**config.mk**
```make
export PLATFORM = sky130hd
export DESIGN_NAME = irq_aggregator
export DESIGN_NICKNAME = d
export VERILOG_FILES = /design/src/rtl/aggr_pkg.sv /design/src/rtl/aggr_sync.sv /design/src/rtl/aggr_src_ids.sv /design/src/rtl/aggr_ctrl.sv /design/src/rtl/irq_aggregator.sv
export SDC_FILE = /design/constraint.sdc
export NUM_CORES = 1
export LEC_CHECK = 0
export BUFFER_PORTS_ARGS = -buffer_cell sky130_fd_sc_hd__buf_2
export CORE_ASPECT_RATIO = 1.1
export CORE_MARGIN = 4
export CORE_UTILIZATION = 48
export CTS_BUF_LIST = sky130_fd_sc_hd__clkbuf_8
export DETAILED_ROUTE_END_ITERATION = 6
export HOLD_SLACK_MARGIN = 0.05
export PLACE_DENSITY_LB_ADDON = 0.3
export SKIP_CTS_REPAIR_TIMING = 1
export SLEW_MARGIN = 20
export SYNTH_ARGS = -nofsm -noshare
export SYNTH_HDL_FRONTEND = slang
export SYNTH_SLANG_ARGS = --single-unit
```
**constraint.sdc**
```tcl
create_clock -name clk_i -period 1.85 [get_ports clk_i]
set_clock_uncertainty 0.05 [all_clocks]
set_input_delay 0.0925 -clock clk_i [delete_from_list [all_inputs] [get_ports clk_i]]
set_output_delay 0.0925 -clock clk_i [all_outputs]
set_load 0.02 [all_outputs]
```
**src/rtl/aggr_pkg.sv**
```systemverilog
package aggr_pkg;
  localparam int unsigned REG_DW   = 32;
  localparam int unsigned TEST_BIT = 7;
endpackage

```
**src/rtl/aggr_sync.sv**
```systemverilog
module aggr_sync #(
  parameter int unsigned WIDTH  = 32,
  parameter int unsigned STAGES = 2
) (
  input  logic             clk_i,
  input  logic             rst_ni,
  input  logic [WIDTH-1:0] d_i,
  output logic [WIDTH-1:0] q_o
);
  logic [WIDTH-1:0] stage_q [STAGES];

  for (genvar s = 0; s < STAGES; s++) begin : g_stage
    always_ff @(posedge clk_i or negedge rst_ni) begin
      if (!rst_ni)     stage_q[s] <= '0;
      else if (s == 0) stage_q[s] <= d_i;
      else             stage_q[s] <= stage_q[(s == 0) ? 0 : s-1];
    end
  end

  assign q_o = stage_q[STAGES-1];
endmodule

```
**src/rtl/aggr_src_ids.sv**
```systemverilog
module aggr_src_ids #(
  parameter int unsigned NUM_IRQ = 32,
  parameter int unsigned SRC_W   = 4
) (
  input  logic                     clk_i,
  input  logic                     rst_ni,
  input  logic [NUM_IRQ*SRC_W-1:0] tag_i,
  output logic [SRC_W-1:0]         id_o [NUM_IRQ]
);
  for (genvar n = 0; n < NUM_IRQ; n++) begin : g_id
    always_ff @(posedge clk_i or negedge rst_ni) begin
      if (!rst_ni) id_o[n] <= '0;
      else         id_o[n] <= tag_i[n*SRC_W +: SRC_W];
    end
  end
endmodule

```
**src/rtl/aggr_ctrl.sv**
```systemverilog
module aggr_ctrl #(
  parameter int unsigned NUM_IRQ = 32,
  localparam int unsigned SEL_W  = $clog2(NUM_IRQ)
) (
  input  logic               clk_i,
  input  logic               rst_ni,
  input  logic               ctrl_we_i,
  input  logic               stat_we_i,
  input  logic [31:0]        wdata_i,
  input  logic [NUM_IRQ-1:0] sync_i,
  output logic [SEL_W-1:0]   sel_o,
  output logic               test_o,
  output logic [NUM_IRQ-1:0] inj_o
);
  import aggr_pkg::*;

  always_ff @(posedge clk_i or negedge rst_ni) begin
    if (!rst_ni) begin
      sel_o  <= '0;
      test_o <= 1'b0;
    end else if (ctrl_we_i) begin
      sel_o  <= wdata_i[SEL_W-1:0];
      test_o <= wdata_i[TEST_BIT];
    end
  end

  // injection register shadows the synchronizer until test mode freezes it
  always_ff @(posedge clk_i or negedge rst_ni) begin
    if (!rst_ni)        inj_o <= '0;
    else if (!test_o)   inj_o <= sync_i;
    else if (stat_we_i) inj_o <= inj_o ^ wdata_i[NUM_IRQ-1:0];
  end

  assert_inj_toggle_R9: assert property (@(posedge clk_i) disable iff (!rst_ni)
    (test_o && stat_we_i) |=> (inj_o == ($past(inj_o) ^ $past(wdata_i[NUM_IRQ-1:0]))));
endmodule

```
**src/rtl/irq_aggregator.sv**
```systemverilog
module irq_aggregator #(
  parameter int unsigned NUM_IRQ = 32,
  parameter int unsigned SRC_W   = 4,
  parameter int unsigned ADDR_W  = 8
) (
  input  logic                     clk_i,
  input  logic                     rst_ni,
  input  logic [NUM_IRQ-1:0]       irq_i,
  input  logic [NUM_IRQ*SRC_W-1:0] src_tag_i,
  input  logic [ADDR_W-1:0]        reg_addr_i,
  input  logic                     reg_we_i,
  input  logic [31:0]              reg_wdata_i,
  output logic [31:0]              reg_rdata_o,
  output logic [NUM_IRQ-1:0]       irq_o,
  output logic                     nmi_o
);
  import aggr_pkg::*;

  localparam int unsigned SEL_W = $clog2(NUM_IRQ);
  localparam int unsigned IDX_W = ADDR_W - 2;
  localparam logic [IDX_W-1:0] CTRL_IDX = IDX_W'(NUM_IRQ);
  localparam logic [IDX_W-1:0] STAT_IDX = IDX_W'(NUM_IRQ + 1);

  logic [NUM_IRQ-1:0] sync_q, inj_q;
  logic [SRC_W-1:0]   id_q [NUM_IRQ];
  logic [SEL_W-1:0]   sel_q;
  logic               test_q;
  logic [IDX_W-1:0]   idx;
  logic               ctrl_we, stat_we;

  assign idx     = reg_addr_i[ADDR_W-1:2];
  assign ctrl_we = reg_we_i && (idx == CTRL_IDX);
  assign stat_we = reg_we_i && (idx == STAT_IDX);

  aggr_sync #(.WIDTH(NUM_IRQ), .STAGES(2)) u_sync (
    .clk_i, .rst_ni, .d_i(irq_i), .q_o(sync_q));

  aggr_src_ids #(.NUM_IRQ(NUM_IRQ), .SRC_W(SRC_W)) u_ids (
    .clk_i, .rst_ni, .tag_i(src_tag_i), .id_o(id_q));

  aggr_ctrl #(.NUM_IRQ(NUM_IRQ)) u_ctrl (
    .clk_i, .rst_ni, .ctrl_we_i(ctrl_we), .stat_we_i(stat_we),
    .wdata_i(reg_wdata_i), .sync_i(sync_q),
    .sel_o(sel_q), .test_o(test_q), .inj_o(inj_q));

  assign irq_o = test_q ? inj_q : sync_q;
  assign nmi_o = irq_o[sel_q];

  always_comb begin
    reg_rdata_o = '0;
    if (idx < CTRL_IDX) begin
      reg_rdata_o[SRC_W-1:0] = id_q[idx[SEL_W-1:0]];
    end else if (idx == CTRL_IDX) begin
      reg_rdata_o[SEL_W-1:0] = sel_q;
      reg_rdata_o[TEST_BIT]  = test_q;
    end else if (idx == STAT_IDX) begin
      reg_rdata_o[NUM_IRQ-1:0] = irq_o;
    end
  end

  // assertions
  logic [1:0] warm_q;
  always_ff @(posedge clk_i or negedge rst_ni) begin
    if (!rst_ni)           warm_q <= '0;
    else if (warm_q != 2'd2) warm_q <= warm_q + 2'd1;
  end

  assert_follow_R2: assert property (@(posedge clk_i) disable iff (!rst_ni)
    (!test_q && warm_q == 2'd2) |-> (irq_o == $past(irq_i, 2)));
  assert_nmi_sel_R5: assert property (@(posedge clk_i) disable iff (!rst_ni)
    ctrl_we |=> (nmi_o == irq_o[$past(reg_wdata_i[SEL_W-1:0])]));
  assert_freeze_R8: assert property (@(posedge clk_i) disable iff (!rst_ni)
    (test_q && !stat_we && !ctrl_we) |=> $stable(irq_o));
  assert_toggle_R9: assert property (@(posedge clk_i) disable iff (!rst_ni)
    (test_q && stat_we) |=> (irq_o == ($past(irq_o) ^ $past(reg_wdata_i[NUM_IRQ-1:0]))));
  assert_unmapped_R11: assert property (@(posedge clk_i) disable iff (!rst_ni)
    (idx > STAT_IDX) |-> (reg_rdata_o == '0));
endmodule

```
==> metrics.md, run 1 <==
| Metric | Value |
|---|---|
| Min Tclk post-route | 2570 ps |
| Routability cong. | between 0.8 and 0.9 |
| Root Driver | clkbuf_8 |
| Worst slew pin tran | 509 ps |
| Max_cap viols | 0 |
| Syn Nets | 803 |
| Die ar. | 0.0207 mm² |
| Pin count of the biggest net entering global routing | 61 |
| # H-tree levels | 2 |
| Synthesized cell area | 0.00888 mm² |
| Area post-placement | 0.0108 mm² |
| Clock transition at the registers of the reported paths | around 60 ps |
| Max_slew headroom | 66.0% |
| Row Count | 51 |
| Most common cell after layout, fill and taps aside | buf_2 |
| Vias/cell | slightly above 5 |
| R2R Path Start | u_ctrl.test_o |
| WL final | about 27 mm |
| Status | finished, violations left |
| First-pass GRT wire length | 33.2 mm |
| Die Ht | 151 µm |
| Critical Path Fanout Max | 7 |
| Final setup margin | -724 ps |
| Yosys cell types | 36 |
| Post-synthesis register bit count | 230 |
| DRC | 0 |
| Worst Path Arrival | 2430 ps |
| Final instance area | approximately 0.014 mm² |
| Die width | 138 µm |
| Dpl cells | between 1000 and 1500 |
| Clk Latency, worst-skew pair | 520 ps |
| P_leak | between 6 and 7 nW |
| CTS max path bufs | 3 |
| Seq/Total Area, Yosys | 64.8% |
| P per Cell Area | about 890 mW/mm² |
| Worst hold path type | primary input to async pin |
| Initial antenna violation count | 3 |
| Ports | 268 |
| Worst setup EP type | primary output |
| CTS tree | yes |
| Setup CP Type | flip-flop to primary output |
| Overall power | 12.1 mW |
| Synth warn | 0 |
| Avg WL per Cell | 19.8 µm |
| Core ar. | roughly 0.018 mm² |
| Total gr overflow | 0 |
| Fillcell total | 1030 |
| Initial Util | 49.5% |
| # nets final | between 1000 and 1500 |
| Drt pass-1 iters | 5 |
| Post-layout util | between 70% and 80% |
| Total GRT Usage | 21.4% |
| Post-synthesis async set-or-reset flop share | between 90% and 100% |
| ANT nets after route | 0 |
| Number of vias after detailed routing | 7079 |
| Synth Flop Type | dfrtp_1 |
| Syn avg cell area | 14.8 µm² |
| RSZ-0062 raised after global routing | yes |
| Max VDD drop | a little under 800 µV |
| Area Overhead vs Synth | 53.7% |
| Detailed Place HPWL | 16.4 mm |
| Achievable clock frequency | 389 MHz |
| Number of flops mapped to enable cells by yosys | 0 |
| Total CTS buffers | 37 |
| Commonest non-fill, non-tap cells in the layout | buf_2, dfrtp_1, dlygate4sd3_1, buf_4, clkbuf_8 |
| Failing checks | setup timing |
| Fin crit share | 139% |
| Final setup fails | 62 |
| CP startpoint | u_ctrl.test_o |
| Final Max Tran Viols | 0 |
| CP startpoint kind | flip-flop |
| CTS Sinks | 230 |
| Final std cells w/o fill | 1383 |
| CP required | between 1500 and 2000 ps |
| Port Buffer Count | 265 |
| Final Hold Fails | 0 |
| Cell count after synthesis | 600 |
| Share of layout cells above drive strength 1 | about two fifths |
| Vias in the first global route | 6268 |
| Number of DRC markers in iteration 0 | 396 |
==> sequential cells by signal, indices dropped and copies added, names as in the netlist <==
name / flops
u_ctrl.inj_o: 32
u_ids.id_o: 128
u_sync.stage_q: 32
u_ctrl.test_o: 1
u_sync.q_o: 32
u_ctrl.sel_o: 5
==> critical path, cell delays in order (launching register included) <==
cell	delay [ps]
dfrtp_4	500
buf_6	160
mux2_4	200
nor2_1	40
a211o_1	250
a221o_1	380
a221oi_4	220
buf_6	160
==> kinds of logic after synthesis <==
kind of cell | synth area share (%)
AOI/OAI and AO/OA | 4.19
and+or+nand+nor | 6.67
muxes | 18.8
xor gates and xnor gates | 3.16
DFF | 64.8
buffers and inverters | 2.35
==> stage by stage <==
step                hold WS (ps)  setup WS, ps  TNS, ps
floorplan                   -253          21.8        0
global placement            17.8          -158     -451
detailed placement          24.8          -229     -857
CTS                         -530          -789   -24840
global route                80.0          -802   -19150
finish                      65.7          -724   -14500
==> synthesized netlist by cell type (2+ instances only) <==
| library cell | n | area [µm²] |
|---|---|---|
| dfrtp_1 | 230 | 5760 |
| nor2_1 | 45 | 169 |
| mux4_2 | 44 | 991 |
| nand2_1 | 43 | 161 |
| mux2_2 | 40 | 450 |
| a21oi_1 | 35 | 175 |
| xor2_1 | 32 | 280 |
| and3_1 | 28 | 175 |
| mux2i_1 | 20 | 200 |
| buf_2 | 16 | 80.1 |
| clkbuf_1 | 13 | 48.8 |
| inv_1 | 6 | 22.5 |
| nand3_1 | 6 | 30.0 |
| buf_1 | 5 | 18.8 |
| a221oi_1 | 4 | 35.0 |
| a22oi_1 | 4 | 30.0 |
| o21ai_0 | 4 | 20.0 |
| o2111ai_1 | 3 | 26.3 |
| a31oi_1 | 2 | 12.5 |
| nor2b_1 | 2 | 12.5 |
| nor3_1 | 2 | 10.0 |
| o211ai_1 | 2 | 15.0 |
==> report_power, final <==
part	total, mW	internal, mW	switching, mW
registers	5.58	5.36	0.219
clock network	4.33	2.33	2.00
logic	2.18	1.18	1.00
total	12.1	8.87	3.22
==> routing by layer <==
metal | vias to the layer above | routed length (µm) | track usage [%]
met4 | 0 | 687 | 7.14
met5 | - | 0 | 0
met2 | 331 | 14000 | 36.9
met1 | 3542 | 10600 | 25.6
met3 | 45 | 2140 | 6.62
li1 | 3161 | - | -
==> worst paths after layout <==
path / endpoint / slack, ps / cells after the start
min: u_sync.q_o[24] / 70 / 2
max: reg_rdata_o[3] / -720 / 7
min reg2reg: u_sync.q_o[4] / 290 / 0
max reg2reg: u_ctrl.inj_o[8] / 550 / 5
max in group asynchronous: u_ids.id_o[57] / 990 / 3
min in group clk_i: u_ids.id_o[22] / 160 / 2
==> cell type report <==
cell class	instances	area [µm²]	area share (%)
multi-input combinational	327	2950	21.6
antenna	4	10.0	0.0734
timing repair buffer	513	3860	28.3
clock buffer	48	661	4.84
tap	238	298	2.18
inverter	6	22.5	0.165
sequential	230	5760	42.2
clock inverter	17	75.1	0.550
(Power assumes the default switching activity.)
==> run 2: changes to the inputs <==
Settings changed: CORE_UTILIZATION 48 to 30.
==> run 2 against run 1 <==
Effect of this change: the flow still finishes with violations (setup timing); flip-flop and latch count stayed put; non-clock buffer count is 11 higher; clock power is 3% higher; design area is 4.2% higher; routed wire length is 1.9% higher; sequential power hardly changed; largest cell class unchanged; largest power group unchanged.
==> metrics.md, run 2 (same netlist as run 1, synthesis figures left out) <==
| Metric | Value |
|---|---|
| Status | finished, violations left |
| Failing checks | setup timing |
| Placement Setup Slack | -255 ps (-25.1 ps) |
| Share of layout cells above drive strength 1 | 42.7% (+2.1 points) |
| Clock transition at the registers of the reported paths | 60 ps (about the same) |
| Port Buffer Count | 265 (unchanged) |
| Die ar. | 0.0324 mm² (+56%) |
| Multi-input gate area | 0.00308 mm² (+4.4%) |
| Worst setup EP type | primary output |
| P_leak | 6.55 nW (+2.0%) |
| Number of DRC markers in iteration 0 | 290 (-27%) |
| GRT met3 Usage | 4.76% (-1.9 points) |
| Row Count | 65 (+27%) |
| Combined buffer and inverter count along the critical path | 3 (+1) |
| Worst Path Arrival | 2370 ps (-60 ps) |
| Max_cap viols | 0 (unchanged) |
| Largest stage delay, worst path | 510 ps (about the same) |
| Critical-path cell list | buf_6 > buf_6 > mux4_2 > o2111ai_2 > o2111ai_2 > a21oi_2 > a21oi_2 > buf_6 |
| CP startpoint kind | flip-flop |
| Most common cell after layout, fill and taps aside | buf_2 |
| # H-tree levels | 2 (unchanged) |
| Initial Util | 30.7% (-19 points) |
| CTS max path bufs | 3 (unchanged) |
| Global route hottest layer | met2 |
| CP top delay family | multiplexers |
| Number of vias after detailed routing | 6942 (-1.9%) |
| ANT nets after route | 0 (unchanged) |
| # nets final | 1331 (+0.99%) |
| Setup CP Type | flip-flop to primary output |
| Met2 Usage GRT | 23.7% (-13 points) |
| Avg WL per Cell | 18.4 µm (-7.0%) |
| P per Cell Area | 874 mW/mm² (-1.4%) |
| Pin count of the biggest net entering global routing | 73 (+20%) |
| CTS Sinks | 230 (unchanged) |
| CTS tree | yes |
| RSZ-0062 raised after global routing | yes |
| Root Driver | clkbuf_8 |
| Commonest non-fill, non-tap cells in the layout | buf_2, dfrtp_1, dlygate4sd3_1, buf_4, clkbuf_8 |
| Biggest register | u_ids.id_o |
| Final setup margin | -662 ps (+61.5 ps) |
| Max FFs per register | 128 (unchanged) |
| Vias/cell | 4.58 (-10%) |
| Area Overhead vs Synth | 60.2% |
| Total CTS buffers | 39 (+5.4%) |
| CP max-delay cell | mux4_2 |
| Met1 Track Usage GR | 18.8% (-6.9 points) |
| Ports | 268 (unchanged) |
| Die Ht | 188 µm (+25%) |
| Setup_tns | -19780 ps (-5290 ps) |
| Clk Latency, worst-skew pair | 520 ps (about the same) |
| Total GRT Usage | 14.6% (-6.9 points) |
| Worst slew pin tran | 773 ps (+264 ps) |
| WL final | 27.9 mm (+1.9%) |
| Critical Path Fanout Max | 7 (unchanged) |
| Final Max Tran Viols | 0 (unchanged) |
| Worst path most repeated cell | buf_6 |
| Core ar. | 0.0290 mm² (+61%) |
| Drt pass-1 iters | 4 (-1) |
| Detailed Place HPWL | 18.1 mm (+10%) |
| Max_slew headroom | 48.3% (-18 points) |
| CP required | 1710 ps (about the same) |
| Total gr overflow | 0 (unchanged) |
| Min Tclk post-route | 2510 ps (-61.5 ps) |
| DRC | 0 (unchanged) |
| Fin crit share | 136% (-3.3 points) |
| Worst hold path type | primary input to flip-flop |
| Vias in the first global route | 6521 (+4.0%) |
| First-pass GRT wire length | 36.2 mm (+8.9%) |
| Initial antenna violation count | 2 (-1) |
| Fillcell total | 2448 (+140%) |
| Routability cong. | 0.818 (-5.0%) |
| Reg area | 0.00576 mm² (unchanged) |
| Achievable clock frequency | 398 MHz (+2.4%) |
| Final Hold Fails | 0 (unchanged) |
| Final setup fails | 63 (+1.6%) |
| Diodes inserted | 0 (-4) |
| Die width | 172 µm (+25%) |
| Max VDD drop | 719 µV (-7.1%) |
## run 2: cell types whose count changed in the layout (fill, tap and decap cells not counted), moves of 4 or more
cell | before | now
and3_4 | 0 | 6
diode_2 | 4 | 0
nor2_1 | 45 | 41
buf_2 | 253 | 230
and3_1 | 28 | 22
buf_6 | 5 | 32
mux2_4 | 1 | 10
mux2_2 | 39 | 30
## run 2: worst paths after layout
| check | startpoint | slack (ps) | cells past startpoint | endpoint |
|---|---|---|---|---|
| worst max-delay path | u_ctrl.test_o | -660 | 8 | nmi_o |
| worst max register to register | u_ctrl.test_o | 370 | 6 | u_ctrl.inj_o[9] |
| worst min register to register | u_sync.stage_q[45] | 300 | 0 | u_sync.q_o[13] |
| min in group asynchronous | rst_ni | 120 | 3 | u_sync.q_o[20] |
| max in group asynchronous | rst_ni | 360 | 3 | u_ctrl.test_o |
| worst min-delay path | reg_we_i | 100 | 4 | u_ctrl.sel_o[4] |
## run 2: metal layers
metal  vias to the layer above  wire [µm]
li1                       3181          -
met1                      3429      11000
met2                       284      14100
met3                        44       2210
met4                         4        541
met5                         -         20
## run 2: layout make-up
| type | instances | area share [%] |
|---|---|---|
| Sequential cell | 230 | 40.5 |
| Inverter | 6 | 0.158 |
| Clock buffer | 46 | 4.45 |
| Tap cell | 368 | 3.24 |
| Multi-Input combinational cell | 327 | 21.7 |
| Timing Repair Buffer | 524 | 29.2 |
| Clock inverter | 14 | 0.774 |
## run 2: tightest hold or removal path, stage by stage
cell and delay (ps):
buf_2 130, nand3_1 80, buf_4 160, mux2_2 160
## run 2: per-stage QoR
stage | instances | area, µm² | total power, mW | utilization, % | hold slack, ps
finish | 1515 | 14200 | 12.4 | 49.1 | 99.5
global route | 1515 | 14200 | 13.0 | 49.1 | 103
CTS | 1301 | 11700 | 11.9 | 40.4 | -601
detailed placement | 1241 | 11000 | 7.43 | 37.8 | -27.0
global placement | 1241 | 11000 | 7.41 | 37.8 | -29.5
floorplan | 600 | 8890 | 6.58 | - | -253
## run 2: power breakdown
group,leakage [nW],total (mW),internal (mW),switching [mW]
combinational,3.45,2.42,1.35,1.07
sequential,2.68,5.57,5.36,0.210
clock,0.416,4.44,2.50,1.93
total,6.55,12.4,9.21,3.21
